### config.mk
export PLATFORM = sky130hd
export DESIGN_NAME = echo_burst_sequencer
export DESIGN_NICKNAME = d
export VERILOG_FILES = /design/src/rtl/echo_seq_pkg.sv /design/src/rtl/seq_frame_timer.sv /design/src/rtl/seq_burst_window.sv /design/src/rtl/seq_gate_timer.sv /design/src/rtl/echo_burst_sequencer.sv
export SDC_FILE = /design/constraint.sdc
export NUM_CORES = 1
export LEC_CHECK = 0
export ABC_AREA = 1
export BUFFER_PORTS_ARGS = -buffer_cell sky130_fd_sc_hd__buf_2
export CAP_MARGIN = 30
export CORE_MARGIN = 2
export CORE_UTILIZATION = 45
export DETAILED_ROUTE_END_ITERATION = 10
export PLACE_DENSITY_LB_ADDON = 0.12
export SYNTH_ARGS = -nofsm -noshare
export SYNTH_HDL_FRONTEND = slang
export SYNTH_SLANG_ARGS = --single-unit
### constraint.sdc
create_clock -name clk_i -period 6.9 [get_ports clk_i]
set_input_delay 1.725 -clock clk_i [delete_from_list [all_inputs] [get_ports clk_i]]
set_output_delay 1.725 -clock clk_i [all_outputs]
set_load 0.05 [all_outputs]
### src/rtl/echo_seq_pkg.sv
package echo_seq_pkg;

  function automatic int unsigned clamp_u(int unsigned v, int unsigned lo, int unsigned hi);
    if (v < lo) return lo;
    if (v > hi) return hi;
    return v;
  endfunction

endpackage

### src/rtl/seq_frame_timer.sv
module seq_frame_timer #(
  parameter int unsigned HALF_CYC = 1000,
  parameter int unsigned PW       = 11
) (
  input  logic          clk_i,
  input  logic          rst_ni,
  output logic [PW-1:0] pos_o,
  output logic          latch_o,
  output logic          high_o
);
  localparam int unsigned PERIOD = 2 * HALF_CYC;
  localparam logic [PW-1:0] LAST = PW'(PERIOD - 1);

  logic [PW-1:0] pos_q;

  always_ff @(posedge clk_i or negedge rst_ni) begin
    if (!rst_ni)            pos_q <= '0;
    else if (pos_q == LAST) pos_q <= '0;
    else                    pos_q <= pos_q + 1'b1;
  end

  assign pos_o   = pos_q;
  assign latch_o = (pos_q == PW'(HALF_CYC - 1));
  assign high_o  = (pos_q < PW'(HALF_CYC));


  pos_range_chk: assert property (@(posedge clk_i) disable iff (!rst_ni)
    pos_q < PW'(PERIOD));


  pos_wrap_chk: assert property (@(posedge clk_i) disable iff (!rst_ni)
    (pos_q == LAST) |=> (pos_q == '0));

endmodule

### src/rtl/seq_burst_window.sv
module seq_burst_window #(
  parameter int unsigned HALF_CYC    = 1000,
  parameter int unsigned CARRIER_CYC = 4,
  parameter int unsigned MAX_PULSES  = 10,
  parameter int unsigned CNT_W       = 4,
  parameter int unsigned PW          = 11
) (
  input  logic             clk_i,
  input  logic             rst_ni,
  input  logic [PW-1:0]    pos_i,
  input  logic             latch_i,
  input  logic [CNT_W-1:0] count_i,
  output logic             pulse_o,
  output logic             strobe_o,
  output logic             start_o,
  output logic [PW-1:0]    len_o
);
  localparam logic [PW-1:0] HALF_P = PW'(HALF_CYC);
  localparam logic [PW-1:0] CAR_P  = PW'(CARRIER_CYC);

  logic [CNT_W-1:0] cnt_q;
  logic [PW-1:0]    len, lp, first, rem;
  logic             low, live;

  always_ff @(posedge clk_i or negedge rst_ni) begin
    if (!rst_ni)      cnt_q <= '0;
    else if (latch_i) cnt_q <= count_i;
  end

  // burst is anchored to the end of the low half
  always_comb begin
    len   = CAR_P * PW'(cnt_q);
    low   = (pos_i >= HALF_P);
    lp    = pos_i - HALF_P;
    first = HALF_P - len;
    live  = low && (cnt_q != '0);
    rem   = (HALF_P - 1'b1) - lp;
  end

  assign pulse_o  = live && (lp >= first);
  assign start_o  = live && (lp == first);
  assign strobe_o = pulse_o && ((rem % CAR_P) == (CAR_P - 1'b1));
  assign len_o    = len;


  cfg_hold_chk: assert property (@(posedge clk_i) disable iff (!rst_ni)
    !latch_i |=> $stable(cnt_q));


  cnt_range_chk: assert property (@(posedge clk_i) disable iff (!rst_ni)
    latch_i |=> (cnt_q != '0) && (cnt_q <= CNT_W'(MAX_PULSES)));

endmodule

### src/rtl/seq_gate_timer.sv
module seq_gate_timer #(
  parameter int unsigned PERIOD = 2000,
  parameter int unsigned PW     = 11
) (
  input  logic          clk_i,
  input  logic          rst_ni,
  input  logic          latch_i,
  input  logic [PW-1:0] delay_i,
  input  logic          start_i,
  input  logic [PW-1:0] len_i,
  output logic          gate_o
);
  logic          run_q;
  logic [PW-1:0] off_q, gd_q, gl_q, dly_q;
  logic [PW-1:0] off, d, l;
  logic [PW:0]   end_v, off_nx;
  logic          active;

  // window keeps its own copy of delay and length so the next latch cannot cut it
  always_comb begin
    off    = start_i ? '0 : off_q;
    d      = start_i ? dly_q : gd_q;
    l      = start_i ? len_i : gl_q;
    active = start_i || run_q;
    end_v  = {1'b0, d} + {1'b0, l};
    off_nx = {1'b0, off} + 1'b1;
  end

  assign gate_o = active && (off >= d) && ({1'b0, off} < end_v);

  always_ff @(posedge clk_i or negedge rst_ni) begin
    if (!rst_ni) begin
      run_q <= 1'b0;
      off_q <= '0;
      gd_q  <= '0;
      gl_q  <= '0;
      dly_q <= '0;
    end else begin
      if (latch_i) dly_q <= delay_i;
      run_q <= active && (off_nx < end_v);
      off_q <= active ? off_nx[PW-1:0] : '0;
      if (start_i) begin
        gd_q <= dly_q;
        gl_q <= len_i;
      end
    end
  end


  no_overlap_chk: assert property (@(posedge clk_i) disable iff (!rst_ni)
    start_i |-> !run_q);


  off_bound_chk: assert property (@(posedge clk_i) disable iff (!rst_ni)
    run_q |-> (off_q < PW'(PERIOD)));

endmodule

### src/rtl/echo_burst_sequencer.sv
module echo_burst_sequencer
  import echo_seq_pkg::*;
#(
  parameter int unsigned HALF_CYC    = 1000,
  parameter int unsigned CARRIER_CYC = 4,
  parameter int unsigned MAX_PULSES  = 10,
  parameter int unsigned CNT_W       = 4,
  parameter int unsigned DLY_W       = 11
) (
  input  logic             clk_i,
  input  logic             rst_ni,
  input  logic [CNT_W-1:0] pulse_count_i,
  input  logic [DLY_W-1:0] gate_delay_i,
  output logic             prf_o,
  output logic             pulse_o,
  output logic             burst_en_o,
  output logic             gate_o
);
  localparam int unsigned PERIOD  = 2 * HALF_CYC;
  localparam int unsigned PW      = $clog2(PERIOD + 1);
  localparam int unsigned MAX_DLY = PERIOD - CARRIER_CYC * MAX_PULSES;

  logic [PW-1:0]    pos, len;
  logic             latch, high, pulse_n, strobe_n, start_n, gate_n;
  logic [CNT_W-1:0] cnt_cl;
  logic [PW-1:0]    dly_cl;

  assign cnt_cl = CNT_W'(clamp_u(32'(pulse_count_i), 1, MAX_PULSES));
  assign dly_cl = PW'(clamp_u(32'(gate_delay_i), 0, MAX_DLY));

  seq_frame_timer #(.HALF_CYC(HALF_CYC), .PW(PW)) i_frame (
    .clk_i, .rst_ni, .pos_o(pos), .latch_o(latch), .high_o(high)
  );

  seq_burst_window #(
    .HALF_CYC(HALF_CYC), .CARRIER_CYC(CARRIER_CYC), .MAX_PULSES(MAX_PULSES),
    .CNT_W(CNT_W), .PW(PW)
  ) i_burst (
    .clk_i, .rst_ni, .pos_i(pos), .latch_i(latch), .count_i(cnt_cl),
    .pulse_o(pulse_n), .strobe_o(strobe_n), .start_o(start_n), .len_o(len)
  );

  seq_gate_timer #(.PERIOD(PERIOD), .PW(PW)) i_gate (
    .clk_i, .rst_ni, .latch_i(latch), .delay_i(dly_cl),
    .start_i(start_n), .len_i(len), .gate_o(gate_n)
  );

  always_ff @(posedge clk_i or negedge rst_ni) begin
    if (!rst_ni) begin
      prf_o      <= 1'b0;
      pulse_o    <= 1'b0;
      burst_en_o <= 1'b0;
      gate_o     <= 1'b0;
    end else begin
      prf_o      <= high;
      pulse_o    <= pulse_n;
      burst_en_o <= strobe_n;
      gate_o     <= gate_n;
    end
  end


  burst_in_low_chk: assert property (@(posedge clk_i) disable iff (!rst_ni)
    pulse_o |-> !prf_o);


  burst_end_chk: assert property (@(posedge clk_i) disable iff (!rst_ni)
    $fell(pulse_o) |-> $rose(prf_o));


  strobe_inside_chk: assert property (@(posedge clk_i) disable iff (!rst_ni)
    burst_en_o |-> pulse_o);


  strobe_first_chk: assert property (@(posedge clk_i) disable iff (!rst_ni)
    $rose(pulse_o) |-> burst_en_o);

  generate
    if (CARRIER_CYC > 1) begin : g_strobe_gap

      strobe_gap_chk: assert property (@(posedge clk_i) disable iff (!rst_ni)
        burst_en_o |=> !burst_en_o);
    end
  endgenerate

endmodule

-- After elaboration in Yosys (flattened, before gate mapping)
Index checks and enable logic that the tools add are counted.
- register bits after elaboration: 64
- input bits: 17
- output and inout port bits: 4
- word-level logic and storage cells: 54
- reductions and logical operators: 9
- eq/ne operators: 4
- add/sub/neg operators: 6
- magnitude comparators: 9
- muxes and demuxes: 15
- operators with widths (cell ; number):
    11-bit 2-to-1 mux ; 7
    11-bit >= comparator ; 2
    11-bit by 1-bit adder with 12-bit output, second input constant ; 1
    11-bit by 11-bit adder with 12-bit output ; 1
    11-bit by 12-bit < comparator with 1-bit output ; 1
    12-bit < comparator ; 1
    4-bit 2-to-1 mux ; 3
    11-bit by 1-bit adder with 11-bit output, second input constant ; 1
    11-bit by 10-bit equality test with 1-bit output, second input constant ; 1
    11-bit equality test ; 1
    11-bit equality test, second input constant ; 1
    11-bit by 10-bit >= comparator with 1-bit output, second input constant ; 1
    11-bit > comparator, second input constant ; 1
    11-bit by 10-bit < comparator with 1-bit output, second input constant ; 1
    10-bit by 6-bit subtractor with 11-bit output, first input constant ; 1
    11-bit by 10-bit subtractor with 11-bit output, second input constant ; 1
    1-bit logical AND ; 7
    1-bit 2-to-1 mux ; 5
    4-bit > comparator, second input constant ; 1
    4-bit by 1-bit < comparator with 1-bit output, second input constant ; 1
    4-bit nonzero test ; 1
    2-bit equality test, second input constant ; 1
    2-bit subtractor, first input constant ; 1
    1-bit logical OR ; 1

-- Logic depth before layout (Yosys ltp)
- depth in word-level cells: 7
- depth in mapped cells: 38
- depth with buffers taken out: 37

-- Modules after synthesis
From an unflattened synthesis, not the netlist that was laid out.
- cells, all modules: 663
- area total of the unflattened synthesis: 4734.5 sq um
- by module, submodules not included (module ; times used ; area an instance (sq um) ; sequential area each (sq um) ; cells an instance):
    seq_gate_timer ; 1 ; 3200.6 ; 1126.1 ; 438
    seq_burst_window ; 1 ; 643.1 ; 100.1 ; 101
    seq_frame_timer ; 1 ; 590.6 ; 275.3 ; 73
    echo_burst_sequencer ; 1 ; 300.3 ; 100.1 ; 51

-- Least setup slack after synthesis
Ideal clock, no wire load.
- path type: reg-to-reg
- from: register i_frame.pos_q[3], in the netlist i_frame.pos_o[3]
- to: register gate_o
- arrival: 4718 ps
- period minus slack after synthesis: 4791 ps
- stages on the path, launching flop included: 38
- slack: 2109 ps
- library setup time: 73 ps
- required time: 6827 ps
- buffers on the path: 3
- path through: dfrtp_1 inv_1 ha_1 inv_1 nor2_1 nor2_1 ha_1 nand2_1 inv_1 nand2_1 nor2_1 nand3_1 nor2_4 nand3_2 buf_6 clkbuf_1 clkbuf_1 o21ai_0 [... 2 more ...] nor2_1 a211oi_1 a21oi_2 nand3_2 nand2_2 nand3_1 nand2_1 xnor2_1 ha_1 nand2_1 nor2_1 a211oi_1 nand2_1 a21oi_1 nand2_1 nand2_1 nand2_1 a21oi_2
- word-level cells in the longest chain between the ends: 7
- elaborated cells on any way between the ends: 14
- those cells by class: 2 x add/sub; 3 x order compare; 1 x eq/ne; 3 x mux; 5 x reduce/logical
- ends and longest elaborated chain (what ; RTL line ; source):
    start, declared ; seq_frame_timer.sv:14 ; logic [PW-1:0] pos_q;
    start signal, assigned ; seq_frame_timer.sv:19 ; else pos_q <= pos_q + 1'b1;
    11-bit by 10-bit subtractor with 11-bit output or 11-bit by 10-bit >= comparator with 1-bit output (tied branches) ; seq_burst_window.sv:34, seq_burst_window.sv:33 ;
    11-bit equality test or 1-bit logical AND (tied branches) ; seq_burst_window.sv:41, seq_burst_window.sv:36 ;
    1-bit logical AND * ; seq_burst_window.sv:41 ; assign start_o = live && (lp == first);
    11-bit 2-to-1 mux * ; -- ;
    net i_gate.l[2] ; seq_gate_timer.sv:15 ; logic [PW-1:0] off, d, l;
    11-bit by 11-bit adder with 12-bit output * ; seq_gate_timer.sv:25 ; end_v = {1'b0, d} + {1'b0, l};
    11-bit by 12-bit < comparator with 1-bit output * ; seq_gate_timer.sv:29 ; assign gate_o = active && (off >= d) && ({1'b0, off} < end_v);
    1-bit logical AND * ; seq_gate_timer.sv:29 ;
    net gate_n ; echo_burst_sequencer.sv:24 ; logic latch, high, pulse_n, strobe_n, start_n, gate_n;
    end signal, assigned ; echo_burst_sequencer.sv:58 ; gate_o <= gate_n;
    end, declared ; echo_burst_sequencer.sv:17 ; output logic gate_o
Mark *: on every way through the listed nets, which the timed path passes. The rest lies on a longest branch.
A chain may end at the register's enable or synchronous reset.

-- Worst setup path in the final report
- from: register i_frame.pos_q[3], in the netlist i_frame.pos_o[3]
- to: register gate_o
- word-level cells in the longest chain between the ends: 7
- elaborated cells on any way between the ends: 14
- those cells by class: 2 x add/sub; 3 x order compare; 1 x eq/ne; 3 x mux; 5 x reduce/logical
- ends and longest elaborated chain (what ; RTL line):
    11-bit by 10-bit subtractor with 11-bit output or 11-bit by 10-bit >= comparator with 1-bit output (tied branches) ; seq_burst_window.sv:34, seq_burst_window.sv:33
    11-bit equality test or 1-bit logical AND (tied branches) ; seq_burst_window.sv:41, seq_burst_window.sv:36
    1-bit logical AND * ; seq_burst_window.sv:41
    11-bit 2-to-1 mux * ; --
    net i_gate.d[0] ; seq_gate_timer.sv:15
    11-bit by 11-bit adder with 12-bit output or 11-bit >= comparator (tied branches) ; seq_gate_timer.sv:25, seq_gate_timer.sv:29
    11-bit by 12-bit < comparator with 1-bit output or 1-bit logical AND (tied branches) ; seq_gate_timer.sv:29
    1-bit logical AND * ; seq_gate_timer.sv:29
    net gate_n ; echo_burst_sequencer.sv:24
Marked as above.

==> metrics.csv <==
stage;metric;value;unit
synth;synth_top_family_by_area;simple AND/OR/NAND/NOR gates;
synth;async_flop_share;100;%
die;dieWidth;104;um
synth;syn-cell-area;0.00447;mm^2
routing;drt_first_pass_iters;6;
routing;drt_iter0_markers;135;
synth;yosysSeqAreaShare;35.8;%
synth;synth_edf_count;0;
setup_path;critical_path_required;7.19;ns
clocking;cts_buffer_depth;2;
layout;final_cell_count_no_fill;740;
sta;tightest_slew;0.925;ns
routing;vias;3578;
place;place_hpwl;7280;um
synth;synth_compound_area_share;11.2;%
clocking;cts_made_buffers;9;
synth;yosysWarnings;0;
synth;synthTopCellsByArea;dfrtp_1 36%, ha_1 14%, nand2_1 11%, inv_1 7.9%, nor2_1 4.1%;
clocking;tritoncts;done;
synth;postSynthAreaPerCell;7.75;um^2
sta;fmax;181;MHz
layout;seqCellArea;0.00160;mm^2
sta;finalSetupTns;0;ns
power_and_ir_drop;p_leak;2.69;nW
setup_path;cp_max_fo;29;
sta;setup_viol;0;
synth;ys_ff_latch;64;
routing;drc;0;
routing;wl_per_cell;12.5;um
layout;area_growth;10.5;%
synth;syn_nets;646;
synth;yosys.area.top_type;dfrtp_1;
routing;avgViaCountPerCell;4.84;
place;place_congestion;0.855;
sta;finalCritPeriodShare;80.3;%
synth;synth_fa_ha_area_share;14.7;%
layout;antenna_cells;0;
global_routing;grt-ovfl-total;0;
die;rows;36;
outcome;status;complete, no violations;
synth;synthFlopType;dfrtp_1;
die;io_pins;21;
synth;synth_commonest_cells;126 x nand2_1, 94 x inv_1, 64 x dfrtp_1, 51 x ha_1, 49 x nor2_1;
layout;fill_cells;989;
clocking;hold_buffers;0;
power_and_ir_drop;ir_worst_vdd;0.000140;V
layout;drive_above_1_share;12.9;%
global_routing;grt_antenna_before_repair;0;
die;coreArea;0.00973;mm^2
clocking;cts_max_level;3;
synth;yosysMostFrequentCell;nand2_1;
die;start_util;46.0;%
sta;finClkSkew;0.0134;ns
setup_path;worstPathArrival;5.83;ns
flow_run;maxCapViolCount;0;
setup_path;endpoint_kind;flip-flop;
setup_path;path_common_cell;nand2_1;
routing;postRouteAntennaNets;0;
synth;synth-simple-area-share;26.2;%
synth;syn_inst;577;
place;dp_slack;1.38;ns
global_routing;grt_pass1_vias;3572;
clocking;cts-resized-gates;0;
clocking;root_buffer;clkbuf_8;
clocking;clock_sinks;64;
die;dieArea;0.0108;mm^2
synth;synth.area.mux_share;0;%
routing;finalWirelength;9260;um
setup_path;cpPeakStageDelay;0.54;ns
place;port_buffers;20;
setup_path;crit_type;reg2reg;
clocking;clk_latency;0.35;ns
clocking;cts.clk_slew.worst_paths;0.09;ns
layout;multiInputGateArea;0.00247;mm^2
die;die_y;104;um
sta;max-slew-margin-rel;37.8;%
setup_path;critical_path.startpoint_type;flip-flop;
global_routing;grt_max_degree;65;
global_routing;track_usage;18.6;%
clocking;cts_setup_buffers;0;
sta;rsz0062_at_grt;false;
global_routing;grt_pass1_wl;16400;um
setup_path;slowest_stage;nand3_2;
synth;synth_cell_types;45;
synth;yosysTopAreaCellShare;35.8;%
power_and_ir_drop;powerDensity;156;mW/mm^2
sta;hold_viol;0;
sta;final.setup.worst_slack;1.36;ns
synth;synth-xor-area-share;2.94;%
sta;min_period;5.54;ns
layout;nets;671;
sta;final_max_slew_viol_count;0;
worst_hold_path;hold_class;reg2reg;
place;place_inst;724;
-- cell usage in the layout, fill, tap and decap left out, types with 2 or more instances in the layout --
cell and count:
nand4_1 8, bufinv_16 2, or2_2 8, nand3_2 5
buf_2 20, inv_1 94, ha_1 51, o31ai_1 2
a21oi_1 30, xor2_1 11, nand2_4 2, clkbuf_8 9
dfrtp_1 64, a21o_1 2, o211ai_1 2, o21ai_0 24
inv_2 5, nor3_1 11, nor2_1 49, nor2_4 4
nand3_1 26, nand2_1 126, o21ai_1 3, a211oi_1 3
nor3b_1 2, nand2_2 8, clkinv_4 2, xnor2_1 4
a21oi_2 2, a221oi_1 3, nor2_2 3, o21a_1 3
inv_6 2
-- worst max-delay path, delay by kind of cell, from the launching register on --
kind	cells	cell delay, ns
AOI/OAI and AO/OA	6	1.41
and+or+nand+nor	16	1.86
buffers and inverters	3	0.23
xor gates and xnor gates	1	0.19
adders and majority gates	5	1.39
DFF	1	0.38
-- metrics by stage --
step	instance area, um^2	hold slack (ns)	power, mW	util (%)
5_1_grt	4940	0.486	0.803	50.8
4_1_cts	4940	0.474	0.783	50.8
6_report	4940	0.470	0.772	50.8
3_5_place_dp	4720	0.454	0.402	48.5
2_1_floorplan	4470	0.432	0.388	-
3_3_place_gp	4720	0.451	0.402	48.5
-- path summary, 6_finish.rpt --
kind,start,slack [ns],cells past startpoint,endpoint
min reg2reg,i_gate.gl_q[10]$_DFF_PN0_,0.47,2,i_gate.gl_q[10]$_DFF_PN0_
min in group asynchronous,rst_ni,1.53,2,i_frame.pos_o[5]$_DFF_PN0_
max reg2reg,i_frame.pos_o[3]$_DFF_PN0_,1.36,31,gate_o$_DFF_PN0_
min,i_gate.gl_q[10]$_DFF_PN0_,0.47,2,i_gate.gl_q[10]$_DFF_PN0_
max,i_frame.pos_o[3]$_DFF_PN0_,1.36,31,gate_o$_DFF_PN0_
max in group asynchronous,rst_ni,4.81,2,i_gate.dly_q[3]$_DFFE_PN0N_
-- state kept, by name, indices dropped and copies added (netlist names) --
register / flops
i_frame.pos_o: 11
i_gate.dly_q: 11
i_gate.gd_q: 11
i_gate.gl_q: 11
i_gate.off_q: 11
i_burst.cnt_q: 4
burst_en_o: 1
gate_o: 1
i_gate.run_q: 1
prf_o: 1
pulse_o: 1
-- area by class of cell --
class                   instances  share of cell area (%)
well taps                     133                    3.37
clock buffers                   9                    2.51
flip-flops and latches         64                    32.4
repair buffers                 21                    2.18
clock inverters                 7                    2.07
multi-input cells             406                    49.9
inverters                     100                    7.59
-- power breakdown --
group / switching (mW) / leakage [nW] / internal, mW / total, mW
clock: 0.171 / 0.110 / 0.207 / 0.378
sequential: 0.000328 / 0.807 / 0.375 / 0.376
combinational: 0.0126 / 1.77 / 0.00571 / 0.0183
total: 0.184 / 2.69 / 0.588 / 0.772
-- metal layers --
| layer | share of wire [%] | track usage (%) | vias to the layer above |
|---|---|---|---|
| li1 | - | - | 1915 |
| met1 | 47 | 23.7 | 1617 |
| met2 | 49 | 32.2 | 34 |
| met3 | 2.6 | 3.90 | 12 |
| met4 | 1.6 | 4.83 | 0 |
| met5 | 0 | 0 | - |
-- kinds of logic after synthesis --
group / count (synthesis)
adders and majority gates: 52
DFF: 64
buffers and inverters: 107
AOI/OAI and AO/OA: 83
and+or+nand+nor: 256
xor gates and xnor gates: 15
(Power assumes the default switching activity.)
